===== config.mk =====
export PLATFORM = sky130hd
export DESIGN_NAME = aper_remap
export DESIGN_NICKNAME = d
export VERILOG_FILES = /design/src/rtl/aper_pkg.sv /design/src/rtl/aper_regfile.sv /design/src/rtl/aper_active.sv /design/src/rtl/aper_decode.sv /design/src/rtl/aper_remap.sv
export SDC_FILE = /design/constraint.sdc
export NUM_CORES = 1
export LEC_CHECK = 0
export BUFFER_PORTS_ARGS = -buffer_cell sky130_fd_sc_hd__buf_2
export CORE_ASPECT_RATIO = 2
export CORE_MARGIN = 4
export CORE_UTILIZATION = 35
export DETAILED_ROUTE_END_ITERATION = 16
export GPL_ROUTABILITY_DRIVEN = 0
export PLACE_DENSITY = 0.5
export SETUP_SLACK_MARGIN = 0.02
export SYNTH_ARGS = -nofsm -noshare
export SYNTH_HDL_FRONTEND = slang
export SYNTH_SLANG_ARGS = --single-unit

===== constraint.sdc =====
create_clock -name clk -period 6.7 [get_ports clk]
set_input_delay 1.34 -clock clk [delete_from_list [all_inputs] [get_ports clk]]
set_output_delay 1.34 -clock clk [all_outputs]
set_load 0.01 [all_outputs]

===== src/rtl/aper_pkg.sv =====
package aper_pkg;

  // Word layout of the configuration port: slave words first, then
  // index words, then the update word.
  function automatic int unsigned words_per_table(input int unsigned naper,
                                                  input int unsigned field_w,
                                                  input int unsigned data_w);
    return (naper * field_w) / data_w;
  endfunction

  function automatic int unsigned upd_word(input int unsigned wpt);
    return 2 * wpt;
  endfunction

endpackage


===== src/rtl/aper_regfile.sv =====
module aper_regfile
  import aper_pkg::*;
#(
  parameter int unsigned DATA_W  = 32,
  parameter int unsigned FIELD_W = 4,
  parameter int unsigned NAPER   = 16,
  parameter int unsigned REG_AW  = 8
) (
  input  logic                       clk,
  input  logic                       rst,
  input  logic                       cfg_wr,
  input  logic                       cfg_rd,
  input  logic [REG_AW-1:0]          cfg_addr,
  input  logic [DATA_W-1:0]          cfg_wdata,
  output logic [DATA_W-1:0]          cfg_rdata,
  output logic [NAPER*FIELD_W-1:0]   pend_sel,
  output logic [NAPER*FIELD_W-1:0]   pend_idx,
  output logic                       upd_pulse
);

  localparam int unsigned WPT  = words_per_table(NAPER, FIELD_W, DATA_W);
  localparam int unsigned WI_W = REG_AW - 2;
  localparam logic [WI_W-1:0] UPD_IDX = WI_W'(upd_word(WPT));

  logic [WI_W-1:0]   widx;
  logic [DATA_W-1:0] sel_q [WPT];
  logic [DATA_W-1:0] idx_q [WPT];
  logic [DATA_W-1:0] rd_val;

  assign widx = cfg_addr[REG_AW-1:2];

  for (genvar w = 0; w < WPT; w++) begin : g_word
    always_ff @(posedge clk) begin
      if (rst) begin
        sel_q[w] <= '0;
      end else if (cfg_wr && (widx == WI_W'(w))) begin
        sel_q[w] <= cfg_wdata;
      end
    end

    always_ff @(posedge clk) begin
      if (rst) begin
        idx_q[w] <= '0;
      end else if (cfg_wr && (widx == WI_W'(WPT + w))) begin
        idx_q[w] <= cfg_wdata;
      end
    end

    assign pend_sel[w*DATA_W +: DATA_W] = sel_q[w];
    assign pend_idx[w*DATA_W +: DATA_W] = idx_q[w];
  end

  assign upd_pulse = cfg_wr && (widx == UPD_IDX) && cfg_wdata[0];

  always_comb begin
    rd_val = '0;
    for (int w = 0; w < WPT; w++) begin
      if (widx == WI_W'(w))       rd_val = sel_q[w];
      if (widx == WI_W'(WPT + w)) rd_val = idx_q[w];
    end
  end

  always_ff @(posedge clk) begin
    if (rst) begin
      cfg_rdata <= '0;
    end else if (cfg_rd) begin
      cfg_rdata <= rd_val;
    end
  end

endmodule


===== src/rtl/aper_active.sv =====
module aper_active #(
  parameter int unsigned FIELD_W = 4,
  parameter int unsigned NAPER   = 16
) (
  input  logic                     clk,
  input  logic                     rst,
  input  logic                     upd_pulse,
  input  logic [NAPER*FIELD_W-1:0] pend_sel,
  input  logic [NAPER*FIELD_W-1:0] pend_idx,
  output logic [NAPER*FIELD_W-1:0] act_sel,
  output logic [NAPER*FIELD_W-1:0] act_idx
);

  always_ff @(posedge clk) begin
    if (rst) begin
      act_sel <= '0;
      act_idx <= '0;
    end else if (upd_pulse) begin
      act_sel <= pend_sel;
      act_idx <= pend_idx;
    end
  end

endmodule


===== src/rtl/aper_decode.sv =====
module aper_decode #(
  parameter int unsigned ADDR_W    = 32,
  parameter int unsigned APER_BITS = 4,
  parameter int unsigned FIELD_W   = 4
) (
  input  logic                                 clk,
  input  logic                                 rst,
  input  logic [ADDR_W-1:0]                    req_addr,
  input  logic [(2**APER_BITS)*FIELD_W-1:0]    act_sel,
  input  logic [(2**APER_BITS)*FIELD_W-1:0]    act_idx,
  output logic [ADDR_W-1:0]                    map_addr,
  output logic [FIELD_W-1:0]                   map_slave,
  output logic                                 map_err
);

  localparam int unsigned NAPER = 2**APER_BITS;
  localparam int unsigned OFF_W = ADDR_W - APER_BITS;

  logic [FIELD_W-1:0]   sel_arr [NAPER];
  logic [FIELD_W-1:0]   idx_arr [NAPER];
  logic [APER_BITS-1:0] win;
  logic [FIELD_W-1:0]   hit_sel;
  logic [FIELD_W-1:0]   hit_idx;

  for (genvar a = 0; a < NAPER; a++) begin : g_win
    assign sel_arr[a] = act_sel[a*FIELD_W +: FIELD_W];
    assign idx_arr[a] = act_idx[a*FIELD_W +: FIELD_W];
  end

  assign win     = req_addr[ADDR_W-1 -: APER_BITS];
  assign hit_sel = sel_arr[win];
  assign hit_idx = idx_arr[win];

  always_ff @(posedge clk) begin
    if (rst) begin
      map_addr  <= '0;
      map_slave <= '0;
      map_err   <= 1'b1;
    end else begin
      map_addr  <= {hit_idx[APER_BITS-1:0], req_addr[OFF_W-1:0]};
      map_slave <= hit_sel;
      map_err   <= (hit_sel == '0);
    end
  end

endmodule


===== src/rtl/aper_remap.sv =====
module aper_remap #(
  parameter int unsigned ADDR_W    = 32,
  parameter int unsigned APER_BITS = 4,
  parameter int unsigned FIELD_W   = 4,
  parameter int unsigned DATA_W    = 32,
  parameter int unsigned REG_AW    = 8
) (
  input  logic               clk,
  input  logic               rst,
  input  logic               cfg_wr,
  input  logic               cfg_rd,
  input  logic [REG_AW-1:0]  cfg_addr,
  input  logic [DATA_W-1:0]  cfg_wdata,
  output logic [DATA_W-1:0]  cfg_rdata,
  input  logic [ADDR_W-1:0]  req_addr,
  output logic [ADDR_W-1:0]  map_addr,
  output logic [FIELD_W-1:0] map_slave,
  output logic               map_err
);

  localparam int unsigned NAPER = 2**APER_BITS;
  localparam int unsigned MAP_W = NAPER * FIELD_W;

  logic [MAP_W-1:0] pend_sel;
  logic [MAP_W-1:0] pend_idx;
  logic [MAP_W-1:0] act_sel;
  logic [MAP_W-1:0] act_idx;
  logic             upd_pulse;

  aper_regfile #(
    .DATA_W (DATA_W),
    .FIELD_W(FIELD_W),
    .NAPER  (NAPER),
    .REG_AW (REG_AW)
  ) u_regs (
    .clk      (clk),
    .rst      (rst),
    .cfg_wr   (cfg_wr),
    .cfg_rd   (cfg_rd),
    .cfg_addr (cfg_addr),
    .cfg_wdata(cfg_wdata),
    .cfg_rdata(cfg_rdata),
    .pend_sel (pend_sel),
    .pend_idx (pend_idx),
    .upd_pulse(upd_pulse)
  );

  aper_active #(
    .FIELD_W(FIELD_W),
    .NAPER  (NAPER)
  ) u_act (
    .clk      (clk),
    .rst      (rst),
    .upd_pulse(upd_pulse),
    .pend_sel (pend_sel),
    .pend_idx (pend_idx),
    .act_sel  (act_sel),
    .act_idx  (act_idx)
  );

  aper_decode #(
    .ADDR_W   (ADDR_W),
    .APER_BITS(APER_BITS),
    .FIELD_W  (FIELD_W)
  ) u_dec (
    .clk      (clk),
    .rst      (rst),
    .req_addr (req_addr),
    .act_sel  (act_sel),
    .act_idx  (act_idx),
    .map_addr (map_addr),
    .map_slave(map_slave),
    .map_err  (map_err)
  );

endmodule


==> results.ini, run 1 <==
[layout]
drive_gt1_frac=0.242
syn_to_final_growth_pct=16.5
fin_util=0.415
nets=1383

[clock_network]
cts_made_buffers=31
clk_path_buf_depth=3
clock_sinks=325
cts_max_level=1
clk_latency_ns=0.60
path_clk_slew_ns=0.07
cts_tree=yes
post-cts-setup-buffer-count=0
cts-root-buf=clkbuf_16
cts_hold_buf=0
cts_resized=0

[synth]
yosysSeqAreaShare=0.585
ys_top_cells_by_area=dfxtp_1 (30%), edfxtp_1 (29%), nand2_1 (7.5%), and2_1 (6.2%), a21oi_1 (6.0%)
netlist_instances=1212
synth-seq-cells=325
synthesis.area_um2=13300
synth_edf_count=128
yosysWarnings=0
yosys.area.top_type_share=0.296
ys_async_sr_fraction=0
synth.most_common_cell=nand2_1
avgSynthCellArea_um2=11.0
ys.flop_type=dfxtp_1
syn-num-nets=1288
ys_types=35
yosysTopAreaCell=dfxtp_1
synthTopCellsByCount=nand2_1 (265), dfxtp_1 (197), a21oi_1 (160)

[detailed_routing]
drc=0
wl_per_cell_um=23.8
first_pass_iters=5
detail-route-antenna-nets=0
num_vias=9501
via_per_inst=5.30
wirelength_um=42700
drtIter0Drc=701

[global_routing]
grt-ovfl-total=0
grt_usage=0.200
grt_pass1_wl_um=62000
antenna_found_initial=3
grt_pass1_vias=9578
grt_start_max_net_pins=129

[timing]
finalHoldViolCount=0
finalSetupViolCount=0
min_period_ns=3.66
slew_headroom=0.282
finalCritPeriodShare=0.546
fin_tns_setup_ns=0
skew_ns=0.00944
drv_slew=0
tightestPinTransition_ns=1.08
rsz0062_at_grt=no
max_freq_ghz=0.273

[power_and_ir_drop]
vdd_drop_max_v=0.000189
seq_power_share=0.497
cellPowerDensity_nw_per_um2=278
switchingPower_mw=0.986
p_leak_nw=5.51
pwr-share-comb=0.052
swShare=0.229
clkPwrFrac=0.451
power.internal_mw=3.32

[worst_setup_path]
crit_chain=buf_2, buf_4, nand2_1, o31ai_4, buf_4
worstSetupPathType=in -> reg
required_ns=6.97
rrSetupSlack_ns=5.04
critical-path-slowest-cell=o31ai_4
cp.arrival_ns=3.93
startpoint_type=input port
critPathMostFrequentCell=buf_4
endpoint_kind=flop
crit_family=buffers and inverters
cpPeakStageDelay_ns=0.87
path_buf_inv=3
crit_path_max_fanout=29

[placed_design]
port-buffer-count=142
hpwl_um=28900

[flow_run]
cap_violations=0

[floorplanning]
num_io_pins=145
die_x_um=146
dieArea_um2=41400
rows=100
initial_utilization=0.356
core_area_um2=37400
dieHeight_um=284

[status]
status=finished, final reports clean

[min_path]
min_path_type=reg -> reg

registers in the layout, indices dropped and copies added, names as in the netlist:
register,flops
u_dec.map_addr,32
u_act.act_idx,64
u_dec.map_err,1
u_dec.map_slave,4
u_act.act_sel,64
u_regs.sel_q,64
u_regs.idx_q,64
u_regs.cfg_rdata,32
layer usage:
metal	wire length, um	global-route usage	vias up	part of all wire
li1	-	-	4445	-
met1	15400	0.210	4702	0.36
met2	23100	0.381	270	0.54
met3	1880	0.0294	82	0.044
met4	2260	0.101	2	0.053
met5	13	0	-	0.00030
metrics by stage:
stage / worst slack (ns) / std cells / area (um^2) / power (mW) / hold slack [ns]
after detailed placement: 2.39 / 1733 / 14400 / 2.41 / 0.444
after floorplan: 1.46 / 1212 / 13300 / 2.29 / 0.432
after global placement: 2.41 / 1733 / 14400 / 2.41 / 0.439
after global routing: 2.92 / 1791 / 15500 / 4.43 / 0.470
final: 3.04 / 1794 / 15500 / 4.30 / 0.452
after CTS: 3.02 / 1791 / 15500 / 4.35 / 0.454
worst register-to-register path: cells and delay by family (launching register included):
family / cells / cell delay, ns
simple gates: 1 / 0.18
mux: 2 / 1.04
flops: 1 / 0.32
final cells by class:
class	count	area (um^2)
Multi-Input combinational cell	785	5130
Sequential cell	325	7790
Clock inverter	19	270
Fill cell	3671	21900
Timing Repair Buffer	162	880
Tap cell	459	574
Antenna cell	3	7.51
Inverter	2	7.51
Clock buffer	39	856
worst paths after layout:
path                                       start                                 to  depth (start not counted)
setup reg to reg  u_act.act_idx[24]$_SDFFE_PP0P_      u_dec.map_addr[28]$_SDFF_PP0_                          3
hold / removal    u_act.act_idx[47]$_SDFFE_PP0P_     u_act.act_idx[47]$_SDFFE_PP0P_                          2
setup / recovery                     cfg_addr[3]  u_regs.idx_q[1][29]$_SDFFCE_PN0P_                          5
hold reg to reg   u_act.act_idx[47]$_SDFFE_PP0P_     u_act.act_idx[47]$_SDFFE_PP0P_                          2
layout by cell type (no fill, tap or decap), drive strengths merged:
cell,Yosys,layout
a31oi,4,4
or4,1,1
o21ai,1,1
o221a,32,32
a22oi,4,4
and4,2,2
diode,0,3
edfxtp,128,128
nor4,2,2
nor2b,32,32
clkinv,0,11
mux2,32,32
o31ai,2,2
clkbuf,69,39
nor3,3,3
o41ai,1,1
inv,2,3
buf,31,162
nand2b,33,33
bufinv,0,6
a21oi,160,160
o311ai,32,32
and2,132,132
nand3,8,8
mux4,36,36
clkinvlp,0,1
nand4,1,1
nand2,265,265
dfxtp,197,197
nor2,2,2
power by group through the flow:
stage	Clock [mW]	Sequential [mW]	Combinational (mW)
floorplan	0	2.18	0.109
global placement	0	2.18	0.230
detailed placement	0	2.18	0.231
CTS	1.98	2.14	0.232
global route	2.05	2.14	0.238
finish	1.94	2.14	0.226
cell families after synthesis:
family / after synthesis / share of synthesized area
AO/OA/AOI/OAI: 236 / 0.115
buffers and inverters: 102 / 0.0332
flip-flops: 325 / 0.585
multiplexers: 68 / 0.0883
AND/OR/NAND/NOR: 481 / 0.178
No activity file was read; power rests on OpenSTA's default activity.
==> run 2: changes to the inputs <==
==> constraint.sdc (replaced) <==
create_clock -name clk -period 3.8 [get_ports clk]
set_input_delay 0.76 -clock clk [delete_from_list [all_inputs] [get_ports clk]]
set_output_delay 0.76 -clock clk [all_outputs]
set_load 0.01 [all_outputs]
==> run 2 against run 1 <==
Sequential cell count unchanged; sequential power up 76%; critical path depth unchanged; critical path type unchanged; critical endpoint is now u_regs.idx_q[0][26]$_SDFFCE_PN0P_.
==> results.ini, run 2 (same netlist as run 1, synthesis figures left out) <==
[timing]
rsz0062_at_grt=no  ; unchanged
drv_slew=0  ; unchanged
skew_ns=0.00973  ; was 0.00944 ns
max_freq_ghz=0.376
fin_tns_setup_ns=0  ; unchanged
slew_headroom=0.376  ; was 0.282
finalHoldViolCount=0  ; unchanged
min_period_ns=2.66
tightestPinTransition_ns=0.937  ; was 1.08 ns
finalCritPeriodShare=0.700
finalSetupViolCount=0  ; unchanged

[worst_setup_path]
cp.arrival_ns=2.89  ; was 3.93 ns
startpoint_type=input port  ; unchanged
crit_path_max_fanout=24  ; was 29
endpoint_kind=flop  ; unchanged
worstSetupPathType=in -> reg  ; unchanged
crit_start=cfg_addr[7]  ; was cfg_addr[3]
timing.rr.start=u_act.act_sel[13]$_SDFFE_PP0P_  ; was u_act.act_idx[24]$_SDFFE_PP0P_
required_ns=4.03  ; was 6.97 ns

[layout]
nets=1393  ; was 1,383
seq_area_um2=7790  ; unchanged
layout_common_cells=nand2_1 (265), dfxtp_1 (197), a21oi_1 (160)  ; unchanged
fillCellCount=3663  ; was 3,671
final_common_cell=nand2_1  ; unchanged
syn_to_final_growth_pct=16.3  ; was 16.5%
multi_input_area_um2=5130  ; unchanged
drive_gt1_frac=0.242  ; about the same
fin_util=0.414  ; was 0.415

[clock_network]
cts_made_buffers=30  ; was 31
cts_max_level=1  ; unchanged
path_clk_slew_ns=0.06  ; was 0.07 ns
cts-root-buf=clkbuf_16  ; unchanged
cts_tree=yes  ; unchanged
clk_path_buf_depth=3  ; unchanged
clock_sinks=325  ; unchanged
post-cts-setup-buffer-count=0  ; unchanged
clk_latency_ns=0.57  ; was 0.60 ns
cts_hold_buf=0  ; unchanged
cts_resized=0  ; unchanged

[placed_design]
port-buffer-count=142  ; unchanged
hpwl_um=28900  ; about the same

[global_routing]
grt_usage=0.196  ; was 0.200
grt_pass1_wl_um=60800  ; was 62,000 um
met2_usage=0.360  ; was 0.381
antenna_found_initial=4  ; was 3
use_met3=0.0251  ; was 0.0294
grt_start_max_net_pins=193  ; was 129
grt.busiest_layer=met2  ; unchanged
grt.met1_usage=0.207  ; was 0.210
grt_pass1_vias=9478  ; was 9,578
grt-ovfl-total=0  ; unchanged

[power_and_ir_drop]
p_leak_nw=5.50  ; was 5.51 nW
vdd_drop_max_v=0.000347  ; was 0.000189 V
cellPowerDensity_nw_per_um2=462  ; was 278 nW/um^2
total_power_mw=7.16  ; was 4.30 mW

[floorplanning]
rows=100  ; unchanged
core_area_um2=37400  ; unchanged
dieHeight_um=284  ; unchanged
dieArea_um2=41400  ; unchanged
die_x_um=146  ; unchanged
initial_utilization=0.356  ; unchanged
num_io_pins=145  ; unchanged

[detailed_routing]
detail-route-antenna-nets=0  ; unchanged
drtIter0Drc=602  ; was 701
num_vias=9381  ; was 9,501
wirelength_um=41700  ; was 42,700 um
drc=0  ; unchanged
first_pass_iters=4  ; was 5
wl_per_cell_um=23.1  ; was 23.8 um
via_per_inst=5.20  ; was 5.30

[min_path]
min_path_type=in -> reg  ; was reg -> reg
worst_hold_startpoint=req_addr[26]  ; was u_act.act_idx[47]$_SDFFE_PP0P_

[flow_run]
cap_violations=0  ; unchanged

[status]
status=finished, final reports clean  ; unchanged

-- run 2: layer usage --
| layer | wire length, um | vias to the layer above | share of wire |
|---|---|---|---|
| li1 | - | 4464 | - |
| met1 | 14900 | 4554 | 0.36 |
| met2 | 21900 | 271 | 0.53 |
| met3 | 1720 | 88 | 0.041 |
| met4 | 3110 | 4 | 0.075 |
| met5 | 34 | - | 0.00082 |
-- run 2: stage by stage --
stage	setup WS (ns)	instances	hold slack, ns	area, um^2
2_1_floorplan	-0.860	1212	0.432	13300
3_3_place_gp	0.566	1744	0.440	14500
3_5_place_dp	0.573	1744	0.444	14500
4_1_cts	1.16	1800	0.365	15500
5_1_grt	1.09	1800	0.377	15500
6_report	1.14	1803	0.391	15500
-- run 2: path summary, 6_finish.rpt --
check,end,slack (ns),depth (start not counted)
setup / recovery,u_regs.idx_q[0][26]$_SDFFCE_PN0P_,1.14,5
hold reg to reg,u_act.act_sel[29]$_SDFFE_PP0P_,0.45,2
hold / removal,u_dec.map_addr[26]$_SDFF_PP0_,0.39,2
setup reg to reg,u_dec.map_err$_SDFF_PP1_,2.17,4
-- run 2: layout make-up --
class | instances | share of cell area
Sequential cell | 325 | 0.503
Clock buffer | 41 | 0.0538
Clock inverter | 15 | 0.00768
Tap cell | 459 | 0.0371
Multi-Input combinational cell | 785 | 0.331
Timing Repair Buffer | 173 | 0.0662
Inverter | 2 | 0.000485
Antenna cell | 3 | 0.000485
-- run 2: report_power, final --
group | leakage, nW | switching [mW] | internal [mW]
Clock | 0.471 | 1.32 | 1.66
Combinational | 2.21 | 0.276 | 0.135
Sequential | 2.81 | 0.0510 | 3.71
Total | 5.50 | 1.65 | 5.51
-- run 2: critical path, stage by stage --
cell and delay (ns):
buf_2 0.12, or4_2 1.04, buf_4 0.32, o31ai_4 0.23, buf_4 0.39
